===== src/rtl/ovl_pkg.sv =====
// Package ovl_pkg
// Shared constants for the overlay decoder: control bit positions, device
// select indices and the region-to-overlay-bit map.
// Assumes 8 KB regions selected by the top address bits.
package ovl_pkg;

    localparam int CTRL_BITS   = 8;
    localparam int NOVL        = 4;     // overlayable regions
    localparam int INT_DIS_BIT = 4;
    localparam int WAIT_BIT    = 7;

    localparam int NDEV        = 4;
    localparam int DEV_INT     = 0;
    localparam int DEV_OVL     = 1;
    localparam int DEV_NAT     = 2;
    localparam int DEV_EXT     = 3;

    // Overlay enable index that governs region r, or -1 for internal RAM.
    function automatic int region_ovl_bit(input int r);
        case (r)
            0:       return 0;
            2:       return 1;
            3:       return 2;
            4:       return 3;
            default: return -1;
        endcase
    endfunction

endpackage


===== src/rtl/ovl_ctrl_latch.sv =====
// Module ovl_ctrl_latch
// Bit-addressable control latch on the serial I/O bus. A write stores one
// data bit at (io_addr - IO_BASE); a read returns the addressed bit.
// Assumes io_wr is a one-cycle strobe; addresses outside the window are inert.
module ovl_ctrl_latch #(
    parameter int          IO_W      = 16,
    parameter int          CTRL_BITS = 8,
    parameter logic [15:0] IO_BASE   = 16'h0400
) (
    input  logic                 clk,
    input  logic                 rst_n,
    input  logic [IO_W-1:0]      io_addr,
    input  logic                 io_wr,
    input  logic                 io_wdata,
    output logic                 io_rdata,
    output logic [CTRL_BITS-1:0] ctrl_q
);
    localparam int IDX_W = $clog2(CTRL_BITS);

    logic [IO_W-1:0]  offset;
    logic             in_win;
    logic [IDX_W-1:0] idx;

    // Offset of the I/O address from the window base, and window membership.
    always_comb begin
        offset = io_addr - IO_W'(IO_BASE);
        in_win = (offset < IO_W'(CTRL_BITS));
        idx    = offset[IDX_W-1:0];
    end

    // Store the addressed bit on an in-window write; clear all on reset.
    always_ff @(posedge clk) begin
        if (!rst_n) begin
            ctrl_q <= '0;
        end else if (io_wr && in_win) begin
            ctrl_q[idx] <= io_wdata;
        end
    end

    // Return the addressed bit, or 0 outside the window.
    always_comb begin
        io_rdata = in_win ? ctrl_q[idx] : 1'b0;
    end

endmodule


===== src/rtl/ovl_region_decode.sv =====
// Module ovl_region_decode
// Chooses the responding device for the current 8 KB region from the overlay
// enables and the internal-RAM disable. Purely combinational.
// Assumes mem_wr is meaningful only while mem_req is high.
module ovl_region_decode #(
    parameter int REGION_W = 3,
    parameter int NOVL     = ovl_pkg::NOVL,
    parameter int NDEV     = ovl_pkg::NDEV
) (
    input  logic                mem_req,
    input  logic                mem_wr,
    input  logic [REGION_W-1:0] region,
    input  logic [NOVL-1:0]     ovl_en,
    input  logic                int_dis,
    output logic [NDEV-1:0]     dev_sel,
    output logic                shadow_wr
);
    localparam int NREG = 1 << REGION_W;
    localparam logic [NDEV-1:0] ONE_INT = NDEV'(1) << ovl_pkg::DEV_INT;
    localparam logic [NDEV-1:0] ONE_OVL = NDEV'(1) << ovl_pkg::DEV_OVL;
    localparam logic [NDEV-1:0] ONE_NAT = NDEV'(1) << ovl_pkg::DEV_NAT;
    localparam logic [NDEV-1:0] ONE_EXT = NDEV'(1) << ovl_pkg::DEV_EXT;

    logic [NDEV-1:0] region_sel [NREG];

    // One owner per region: overlay vs native, or internal vs external RAM.
    for (genvar r = 0; r < NREG; r++) begin : g_region
        if (ovl_pkg::region_ovl_bit(r) >= 0) begin : g_ovl
            assign region_sel[r] = ovl_en[ovl_pkg::region_ovl_bit(r)] ? ONE_OVL : ONE_NAT;
        end else begin : g_ram
            assign region_sel[r] = int_dis ? ONE_EXT : ONE_INT;
        end
    end

    // Gate the region owner with the request strobe; flag absorbed writes.
    always_comb begin
        dev_sel   = mem_req ? region_sel[region] : '0;
        shadow_wr = mem_req && mem_wr && region_sel[region][ovl_pkg::DEV_OVL];
    end

endmodule


===== src/rtl/mem_overlay_ctrl.sv =====
// Module mem_overlay_ctrl
// Top of the overlay decoder: control latch on the I/O bus plus region decode
// on the memory bus. Outputs a one-hot device select, a shielded-write flag
// and the wait-state enable.
// Assumes a 16-bit address space split into 8 KB regions.
module mem_overlay_ctrl #(
    parameter int          ADDR_W   = 16,
    parameter int          IO_W     = 16,
    parameter int          REGION_W = 3,
    parameter logic [15:0] IO_BASE  = 16'h0400
) (
    input  logic              clk,
    input  logic              rst_n,
    input  logic [IO_W-1:0]   io_addr,
    input  logic              io_wr,
    input  logic              io_wdata,
    output logic              io_rdata,
    input  logic              mem_req,
    input  logic              mem_wr,
    input  logic [ADDR_W-1:0] mem_addr,
    output logic [3:0]        dev_sel,
    output logic              shadow_wr,
    output logic              wait_en
);
    localparam int CTRL_BITS = ovl_pkg::CTRL_BITS;
    localparam int NOVL      = ovl_pkg::NOVL;

    logic [CTRL_BITS-1:0]    ctrl_q;
    logic [REGION_W-1:0]     region;
    logic                    unused_addr_lo;

    // Region index from the top address bits; offset bits are not decoded.
    always_comb begin
        region         = mem_addr[ADDR_W-1 -: REGION_W];
        unused_addr_lo = ^mem_addr[ADDR_W-REGION_W-1:0];
    end

    ovl_ctrl_latch #(
        .IO_W      (IO_W),
        .CTRL_BITS (CTRL_BITS),
        .IO_BASE   (IO_BASE)
    ) u_latch (
        .clk      (clk),
        .rst_n    (rst_n),
        .io_addr  (io_addr),
        .io_wr    (io_wr),
        .io_wdata (io_wdata),
        .io_rdata (io_rdata),
        .ctrl_q   (ctrl_q)
    );

    ovl_region_decode #(
        .REGION_W (REGION_W),
        .NOVL     (NOVL),
        .NDEV     (4)
    ) u_decode (
        .mem_req   (mem_req),
        .mem_wr    (mem_wr),
        .region    (region),
        .ovl_en    (ctrl_q[NOVL-1:0]),
        .int_dis   (ctrl_q[ovl_pkg::INT_DIS_BIT]),
        .dev_sel   (dev_sel),
        .shadow_wr (shadow_wr)
    );

    // Wait-state enable is the latched control bit, passed straight out.
    always_comb begin
        wait_en = ctrl_q[ovl_pkg::WAIT_BIT];
    end

endmodule


===== config.mk =====
export PLATFORM = sky130hd
export DESIGN_NAME = mem_overlay_ctrl
export DESIGN_NICKNAME = d
export VERILOG_FILES = /design/src/rtl/ovl_pkg.sv /design/src/rtl/ovl_ctrl_latch.sv /design/src/rtl/ovl_region_decode.sv /design/src/rtl/mem_overlay_ctrl.sv
export SDC_FILE = /design/constraint.sdc
export NUM_CORES = 1
export LEC_CHECK = 0
export BUFFER_PORTS_ARGS = -buffer_cell sky130_fd_sc_hd__buf_2
export CAP_MARGIN = 40
export CORE_UTILIZATION = 38
export DETAILED_ROUTE_END_ITERATION = 10
export PLACE_DENSITY_LB_ADDON = 0.15
export SYNTH_ARGS = -nofsm -noshare
export SYNTH_HDL_FRONTEND = slang
export SYNTH_SLANG_ARGS = --single-unit

===== constraint.sdc =====
create_clock -name clk -period 1.6 [get_ports clk]
set_input_delay 0.32 -clock clk [delete_from_list [all_inputs] [get_ports clk]]
set_output_delay 0.32 -clock clk [all_outputs]
set_load 0.02 [all_outputs]

# --- After elaboration in Yosys (flattened, before gate mapping) ---
# Index checks and enable logic that the tools add are counted.
totals:
  regBits: 8
  in_bits: 38
  output_inout_bits: 7
  word_cells: 26
classes:
  add_sub_neg: 1
  n_lt_le_gt_ge: 4
  mux: 15
  bitwise_logic: 1
  reduce_logical: 4
op_table:
  columns: ["op", "count"]
  rows:
  - ["16-bit by 4-bit < comparator with 1-bit output (second input constant)", 1]
  - ["4-bit 2-to-1 mux", 4]
  - ["16-bit by 11-bit subtractor with 16-bit output (second input constant)", 1]
  - ["4-bit binary-select mux with 3-bit select", 1]
  - ["3-bit 2-to-1 mux", 4]
  - ["8-bit bitwise mux", 1]
  - ["4-bit greater-or-equal comparator (second input constant)", 1]
  - ["1-bit logical AND", 4]
  - ["3-bit by 4-bit < comparator with 1-bit output (second input constant)", 1]
  - ["3-bit inverter with 4-bit output", 1]
  - ["1-bit binary-select mux with 3-bit select", 1]
  - ["1-bit demux with 3-bit select", 1]
  - ["3-bit by 1-bit greater-or-equal comparator with 1-bit output (second input constant)", 1]
  - ["1-bit 2-to-1 mux", 3]

# --- Depth between registers and ports, before layout ---
# Gate-level depths: netlist (run 1).
logic_depth:
  ltp_word: 6
  depth_mapped: 5
  depth_no_buf: 4

# --- Modules after synthesis ---
# A second synthesis (run 1) with hierarchy kept.
unflattened:
  hier_cells: 68
  hier_area_um2: 631.9
by_module_without_submodules:
  columns: ["mod", "n_inst", "cells_each", "area_each_um2", "seq_area_each_um2"]
  rows:
  - ["ovl_ctrl_latch", 1, 51, 511.7, 160.2]
  - ["ovl_region_decode", 1, 17, 120.1, 0.0]

# --- Least setup slack after synthesis (run 1) ---
# OpenSTA, ideal clock, no wires.
synth_path:
  path_kind: "input port to output port"
  start: "in io_addr[0]"
  end: "out io_rdata"
  t_arrival_ns: 1.850
  required_ns: 1.280
  setup_slack_ns: -0.570
  cell_stages: 5
  path_buffers: 1
  path_cell_list: "buf_4 -> mux2i_1 -> nand2_1 -> o21ai_0 -> a2111oi_0"
synth_between:
  elab_chain_len: 4
  word_cells_on_any_way: 5
  cone_classes: "1 x add/sub; 1 x order compare; 3 x mux"
synth_rtl:
  columns: ["element", "line_no", "source"]
  rows:
  - ["from (decl)", "mem_overlay_ctrl.sv:14", "input logic [IO_W-1:0] io_addr,"]
  - ["16-bit by 11-bit subtractor with 16-bit output *", "ovl_ctrl_latch.sv:26", "offset = io_addr - IO_W'(IO_BASE);"]
  - ["parallel branches: the longest is 2 deep, another holds 16-bit by 4-bit < comparator with 1-bit output", null, null]
  - ["1-bit 2-to-1 mux *", "ovl_ctrl_latch.sv:42", "io_rdata = in_win ? ctrl_q[idx] : 1'b0;"]
  - ["to (decl)", "mem_overlay_ctrl.sv:17", "output logic io_rdata,"]
# Mark *: on every way between the ends. The select of a mux whose other input is x is not followed.

# --- Worst setup path after layout (run 1) ---
layout_path:
  start: "in io_addr[8]"
  end: "out io_rdata"
layout_between:
  elab_chain_len: 3
layout_rtl:
  columns: ["element", "line_no", "source"]
  rows:
  - ["16-bit by 11-bit subtractor with 16-bit output", "ovl_ctrl_latch.sv:26", null]
  - ["16-bit by 4-bit < comparator with 1-bit output", "ovl_ctrl_latch.sv:27", "in_win = (offset < IO_W'(CTRL_BITS));"]
  - ["1-bit 2-to-1 mux", "ovl_ctrl_latch.sv:42", null]
# Every way passes these cells.

==> results.md, run 1 <==
* Post-synthesis sequential area ratio at 25.9%
* Worst Hold End: u_latch.ctrl_q[2]$_SDFFE_PN0P_
* FF-to-FF setup slack at approximately 0.86 ns
* Routability-driven placement congestion ratio at 0.807
* Number of cells on the worst reg-to-reg path at 3
* GR Layer Usage met2 at 36.9%
* Initial antenna violation count at 0
* Clock root buffer: clkbuf_4
* P_sw at 0.000141 W
* Share of post-route cells with drive strength above 1 at between 50% and 60%
* Total of max-cap violations at 0
* Total number of H-tree levels at 1
* Crit. End Element: primary output
* Number of input and output port buffers inserted at 31
* Design Power at 0.000491 W
* Remaining antenna violation count at 0
* Met1 usage at 24.7%
* Number of top-level pins at 45
* Total of fill cells in the finished design at 134
* Netlist area before placement at 618 um2
* Diodes inserted at 0
* Final Util at approximately 65%
* Die area at 1790 um2
* Net switching fraction of the power at 28.8%
* Post-CTS Setup Bufs at 0
* Area added between synthesis and finish at 57.3%
* Number of flip-flops and latches in the synthesized netlist at 8
* WP data required at ~1.3 ns
* Mean instance size in the synthesized netlist at 8.71 um2
* Leakage dissipation at 0.434 nW
* Area fraction of the dominant cell type after synthesis at 25.9%
* Routed length per placed instance at roughly 13 um
* Setup skew after layout at 0 ns
* Vertical extent of the die at 42.3 um
* Register containing the most flip-flops in the final layout: u_latch.ctrl_q
* Worst Setup Slack, final at -0.133 ns
* Timing-limited maximum frequency at about 0.58 GHz
* Instance count along the most critical hold path at 3
* Top cells by area, synth: dfxtp_1, o211ai_1, o31ai_1
* Unrepaired setup endpoints after global routing: yes
* Area used by sequential logic in the layout at 169 um2
* Final-layout worst hold slack at 0.422 ns
* Number of global-route vias before repair at ~660
* Post-route minimum period at between 1.5 and 2 ns
* Initial core utilization at 41.0%
* Hold/Removal Path Class: input pin to register
* Share of synthesized registers carrying an async set or reset at 0%
* Layer with the highest usage after global routing: met2
* Main synth FF type: dfxtp_1
* DRC violation count after routing at 0
* Wire length of the first global-routing pass at roughly 2.9 mm
* Final Non-Filler Cells at roughly 130
* Initial DRC Count at 15
* Via Count at 722
* Dpl cells at 128
* Final Hold Viols at 0
* Maximum fanout encountered on the critical timing path at 2
* Hold path startpoint: rst_n
* Critical path start-end classification: input pin to primary output
* TritonCTS buffer count at 3
* Worst slew margin at between 80% and 90%
* Total internal power at 0.000349 W
* Sequential fraction of design power at 40.2%
* Clock Sink Count at 8
* Mean number of vias per cell at 5.51
* Clock Pin Slew Worst Setup and Hold Paths at about 0.05 ns
* Startpoint types: input pin
* Count of synthesis-stage warnings from yosys at 0
* Cells after synthesis at 71
* # nets final at between 150 and 200
* Leading area contributor after synthesis: dfxtp_1
* TritonCTS clock tree: built
* VDD IR-drop max at 311 uV
* Beginning of the worst register-to-register path: u_latch.ctrl_q[4]$_SDFFE_PN0P_
* Worst R2R End: u_latch.ctrl_q[4]$_SDFFE_PN0P_
* Violated checks: setup timing
* Clock Tree Buf Depth at 2
* Transition time of the tightest slew-check pin at 0.285 ns
* Ratio of final minimum period to clock period at 108%
* Final setup fails at 3
* Netlist cell types at 28
* Largest registers: u_latch.ctrl_q (8)
* Number of flops mapped to enable cells by yosys at 0
* Core area at approximately 1500 um2
* Run status: finished, violations left
* Logic pwr share at 27.4%
* Die W at 42.3 um
* Global routing usage summed across all routing layers at 21.5%
* Flip-flop count of the largest register, all copies and words added at 8
* Gr ovfl total at 0
* Most numerous cell in the Yosys netlist: dfxtp_1
* Post-detailed-routing wire length at about 1.7 mm
* DPL Wire Length at 1.31 mm
* Final number of max-transition violations at 0
* Row count at 14
* 1st-pass router iterations at 4
* Met3 usage in global routing at 6.90%
* Top cells by count, synth: dfxtp_1, nand2_1, nor2_1, o211ai_1, o31ai_1
* Area of the multi-input gates at 465 um2
* Largest net degree at the start of global routing at 10
* Clock Power Share at 32.4%
* Data arrival at the endpoint of the critical path at between 1 and 1.5 ns
* Synthesized Nets at 109
* Setup Slack @ Placement at -0.126 ns
* Skew-Pair Late Insertion Delay at between 0.2 and 0.3 ns
* Total power divided by cell area at 505 nW/um2
-- layer usage --
metal	part of all wire [%]	wire, um	up-vias
li1	-	-	374
met5	0	0	-
met3	3.0	51	2
met2	52	900	14
met1	44	768	332
met4	0.41	7	0
-- power groups by stage --
| stage | combinational (W) | clock [W] | sequential (W) |
|---|---|---|---|
| after floorplan | 0.0000531 | 0 | 0.000204 |
| after global placement | 0.000119 | 0 | 0.000204 |
| after detailed placement | 0.000123 | 0 | 0.000204 |
| after CTS | 0.000134 | 0.000166 | 0.000199 |
| after global routing | 0.000146 | 0.000178 | 0.000197 |
| final | 0.000134 | 0.000159 | 0.000197 |
-- worst max-delay path by stage --
stage | start | to | depth (start not counted)
2_1_floorplan | io_addr[0] | io_rdata | 5
3_3_place_gp | io_addr[0] | io_rdata | 6
3_5_place_dp | io_addr[0] | io_rdata | 6
4_1_cts | io_addr[3] | io_rdata | 5
5_1_grt | io_addr[4] | io_rdata | 5
6_report | io_addr[8] | io_rdata | 5
-- cells by family (layout without fill, tap and decap cells) --
logic type,after synthesis,count (layout),share of synthesized area [%]
muxes,3,3,4.86
DFF,8,8,25.9
AOI/OAI and AO/OA,25,25,28.9
buffers and inverters,4,48,3.24
and+or+nand+nor,31,31,37.0
-- stage by stage --
stage	setup TNS (ns)	cell area (um2)
after global routing	-0.409	972
after CTS	-0.220	970
after detailed placement	-0.191	893
after global placement	-0.176	893
after floorplan	0	637
final	-0.185	972
-- worst max-delay path: stages --
cell and delay (ns):
buf_6 0.10, nor4b_4 0.28, nand4b_1 0.18, a2111oi_4 0.34, buf_4 0.19
-- final cells by class --
class                   instances  share of cell area (%)
flip-flops and latches          8                    17.4
repair buffers                 44                    30.0
inverters                       1                   0.386
well taps                      16                    2.06
clock buffers                   3                    2.32
multi-input cells              59                    47.9
-- layout by cell type, fill, tap and decap left out --
cell,instances
nand2b_1,3
mux2i_1,3
o211ai_1,7
nor4_4,2
nand3_1,1
o41ai_1,2
nand2_1,7
dfxtp_1,3
a211oi_2,1
o21ai_0,1
buf_6,5
and3_1,1
inv_1,1
a2111oi_4,1
and3b_1,1
nor2_1,7
o311ai_1,2
nand4_2,2
nor3_1,1
nand4bb_1,1
nand4b_1,1
nor2b_1,1
dfxtp_4,1
clkbuf_4,3
buf_2,23
nor4b_4,1
o31ai_1,6
nor3b_1,2
o21ai_1,2
a21oi_2,1
a21oi_1,2
dfxtp_2,4
buf_4,16
-- what timing repair did --
item / in CTS / in global routing
pin swaps: 10 / 2
endpoints found under the hold margin: 0 / 0
endpoints found under the setup margin: 4 / 4
hold buffers: 0 / 0
resized for setup: 16 / 2
Power figures use the tool's default switching activity.
==> run 2: changes to the inputs <==
CAP_MARGIN = unset   (was 40)
CELL_PAD_IN_SITES_DETAIL_PLACEMENT = 0   (was unset)
CELL_PAD_IN_SITES_GLOBAL_PLACEMENT = 1   (was unset)
CORE_UTILIZATION = 26   (was 38)
==> run 2 against run 1 <==
The flow still finishes with violations (setup timing). Final area up 9.0%. Highest routed layer unchanged. Routed wire length up 2.6%. Die area up 44%. Via count up 5.5%. Largest power group unchanged. Cell count up 15%.
==> results.md, run 2 (same netlist as run 1, synthesis figures left out) <==
* Clock root buffer: clkbuf_4 (unchanged)
* Gr ovfl total at 0 (unchanged)
* Transition time of the tightest slew-check pin at 0.283 ns (was 0.285 ns)
* FF-to-FF setup slack at 0.85 ns (was 0.86 ns)
* Wire length of the first global-routing pass at 2.88 mm (unchanged)
* Dpl cells at 143 (was 128)
* Number of input and output port buffers inserted at 31 (unchanged)
* Vertical extent of the die at 50.8 um (was 42.3 um)
* Via Count at 762 (was 722)
* Skew-Pair Late Insertion Delay at 0.26 ns (about the same)
* TritonCTS clock tree: built (unchanged)
* 1st-pass router iterations at 4 (unchanged)
* Clock Pin Slew Worst Setup and Hold Paths at 0.05 ns (about the same)
* Final setup fails at 2 (was 3)
* Remaining antenna violation count at 0 (unchanged)
* Critical Path Max Stage Delay at 0.32 ns (was 0.34 ns)
* Global routing usage summed across all routing layers at 15.4% (was 21.5%)
* Data arrival at the endpoint of the critical path at 1.37 ns (was 1.41 ns)
* Worst slew margin at 80.9% (was 80.7%)
* Post-detailed-routing wire length at 1.77 mm (was 1.73 mm)
* Timing-limited maximum frequency at 0.591 GHz (was 0.577 GHz)
* Core area at 2230 um2 (was 1510 um2)
* Setup skew after layout at 0 ns (unchanged)
* Die area at 2580 um2 (was 1790 um2)
* Critical path start-end classification: register to primary output (was input pin to primary output)
* Final Hold Viols at 0 (unchanged)
* Initial antenna violation count at 0 (unchanged)
* Total of max-cap violations at 0 (unchanged)
* Mean number of vias per cell at 5.05 (was 5.51)
* Setup Slack @ Placement at -0.136 ns (was -0.126 ns)
* Maximum fanout encountered on the critical timing path at 2 (unchanged)
* DPL Wire Length at 1.33 mm (was 1.31 mm)
* Largest net degree at the start of global routing at 10 (unchanged)
* Register containing the most flip-flops in the final layout: u_latch.ctrl_q (unchanged)
* Sum of negative setup slack at -0.0955 ns (was -0.185 ns)
* Hold buffer count at cts at 0 (unchanged)
* Number of global-route vias before repair at 713 (was 659)
* Share of post-route cells with drive strength above 1 at 59.3% (was 52.2%)
* Final Non-Filler Cells at 151 (was 131)
* Hold/Removal Path Class: input pin to register (unchanged)
* Violated checks: setup timing (unchanged)
* Crit path buffers/inverters at 1 (was 2)
* Clock Tree Buf Depth at 2 (unchanged)
* DP Area at 931 um2 (was 893 um2)
* Crit. End Element: primary output (unchanged)
* First element of the critical path: u_latch.ctrl_q[5]$_SDFFE_PN0P_ (was io_addr[8])
* Largest registers: u_latch.ctrl_q (8) (unchanged)
* Final Instance Area at 1060 um2 (was 972 um2)
* Row count at 17 (was 14)
* Slowest-stage cell, CP: dfxtp_2 (was a2111oi_4)
* Worst R2R End: u_latch.ctrl_q[2]$_SDFFE_PN0P_ (was u_latch.ctrl_q[4]$_SDFFE_PN0P_)
* Leakage dissipation at 0.475 nW (was 0.434 nW)
* Clock Sink Count at 8 (unchanged)
* Flip-flop count of the largest register, all copies and words added at 8 (unchanged)
* Final number of max-transition violations at 0 (unchanged)
* Logic depth of the worst setup path including buffers at 5 (unchanged)
* VDD IR-drop max at 395 uV (was 311 uV)
* Total of fill cells in the finished design at 218 (was 134)
* Post-route minimum period at 1.69 ns (was 1.73 ns)
* Area added between synthesis and finish at 71.5% (was 57.3%)
* Cell type group with the largest total delay on the critical path: compound AO/OA/AOI/OAI gates (was simple AND/OR/NAND/NOR gates)
* Total power divided by cell area at 468 nW/um2 (was 505 nW/um2)
* End point of the critical path: io_rdata (unchanged)
* # nets final at 163 (was 155)
* Startpoint types: register (was input pin)
* Total number of H-tree levels at 1 (unchanged)
* Leading cell type in the layout, fill and taps excluded: buf_4 (was buf_2)
* Diodes inserted at 0 (unchanged)
* Ratio of final minimum period to clock period at 106% (was 108%)
* DRC violation count after routing at 0 (unchanged)
* Run status: finished, violations left (unchanged)
* Cell breakdown of the critical path: mux2i_1, a21oi_2, nor2_2, a2111oi_4, buf_4 (was buf_6, nor4b_4, nand4b_1, a2111oi_4, buf_4)
* Initial core utilization at 27.7% (was 41.0%)
* Beginning of the worst register-to-register path: u_latch.ctrl_q[2]$_SDFFE_PN0P_ (was u_latch.ctrl_q[4]$_SDFFE_PN0P_)
* Initial DRC Count at 9 (was 15)
* Worst Setup Slack, final at -0.0908 ns (was -0.133 ns)
* Number of cells on the worst reg-to-reg path at 3 (unchanged)
* Number of top-level pins at 45 (unchanged)
* TritonCTS buffer count at 3 (unchanged)
* WP data required at 1.28 ns (about the same)
* Routed length per placed instance at 11.7 um (was 13.2 um)
* Unrepaired setup endpoints after global routing: yes (unchanged)
* Commonest non-fill, non-tap cells in the layout: buf_4, buf_2, o211ai_1, nand2_1 (was buf_2, buf_4, nor2_1, o211ai_1, nand2_1)
* Routability-driven placement congestion ratio at 0.655 (was 0.807)
* Die W at 50.8 um (was 42.3 um)
[run 2: changes by cell type in the layout (fill, tap and decap cells not counted), sizes merged]
cell | previous run | this run
buf | 44 | 52
[run 2: how the worst min path moves through the flow]
stage	from	endpoint	slack [ns]	cells after the start
detailed placement	u_latch.ctrl_q[6]$_SDFFE_PN0P_	u_latch.ctrl_q[6]$_SDFFE_PN0P_	0.49	2
global route	rst_n	u_latch.ctrl_q[5]$_SDFFE_PN0P_	0.43	3
floorplan	u_latch.ctrl_q[0]$_SDFFE_PN0P_	u_latch.ctrl_q[0]$_SDFFE_PN0P_	0.47	2
finish	rst_n	u_latch.ctrl_q[4]$_SDFFE_PN0P_	0.42	3
CTS	rst_n	u_latch.ctrl_q[5]$_SDFFE_PN0P_	0.41	3
global placement	u_latch.ctrl_q[6]$_SDFFE_PN0P_	u_latch.ctrl_q[6]$_SDFFE_PN0P_	0.49	2
[run 2: worst reg2reg max path: cells and delay by family, from the launching register on]
family / cells / cell delay [ns]
DFF: 1 / 0.33
AOI/OAI and AO/OA: 2 / 0.17
buffers and inverters: 1 / 0.13
[run 2: area by class of cell]
cell class / instances / area, um2 / area share [%]
Clock buffer: 3 / 22.5 / 2.13
Inverter: 1 / 3.75 / 0.354
Tap cell: 28 / 35.0 / 3.31
Sequential cell: 8 / 168 / 15.8
Multi-Input combinational cell: 59 / 479 / 45.2
Timing Repair Buffer: 52 / 352 / 33.2
[run 2: through the flow]
step	hold WS, ns	power (W)	util [%]
finish	0.417	0.000496	47.5
global route	0.433	0.000529	47.5
CTS	0.407	0.000502	46.7
detailed placement	0.492	0.000328	41.7
global placement	0.488	0.000326	41.7
floorplan	0.469	0.000257	-
[run 2: routing by layer]
metal,vias up,global-route usage [%],part of all wire [%]
li1,388,-,-
met1,348,15.6,43
met2,21,27.8,50
met3,5,4.55,4.8
met4,0,8.33,1.9
met5,-,0,0
[run 2: what timing repair did]
action / in CTS / in global routing
buffers inserted: 5 / 0
endpoints found under the setup margin: 4 / 4
pin swaps: 10 / 3
resized for setup: 16 / 6
[run 2: power breakdown]
group	switching, W	internal [W]
sequential	0.00000000118	0.000199
combinational	0.0000716	0.0000702
clock	0.0000690	0.0000858
total	0.000141	0.000355
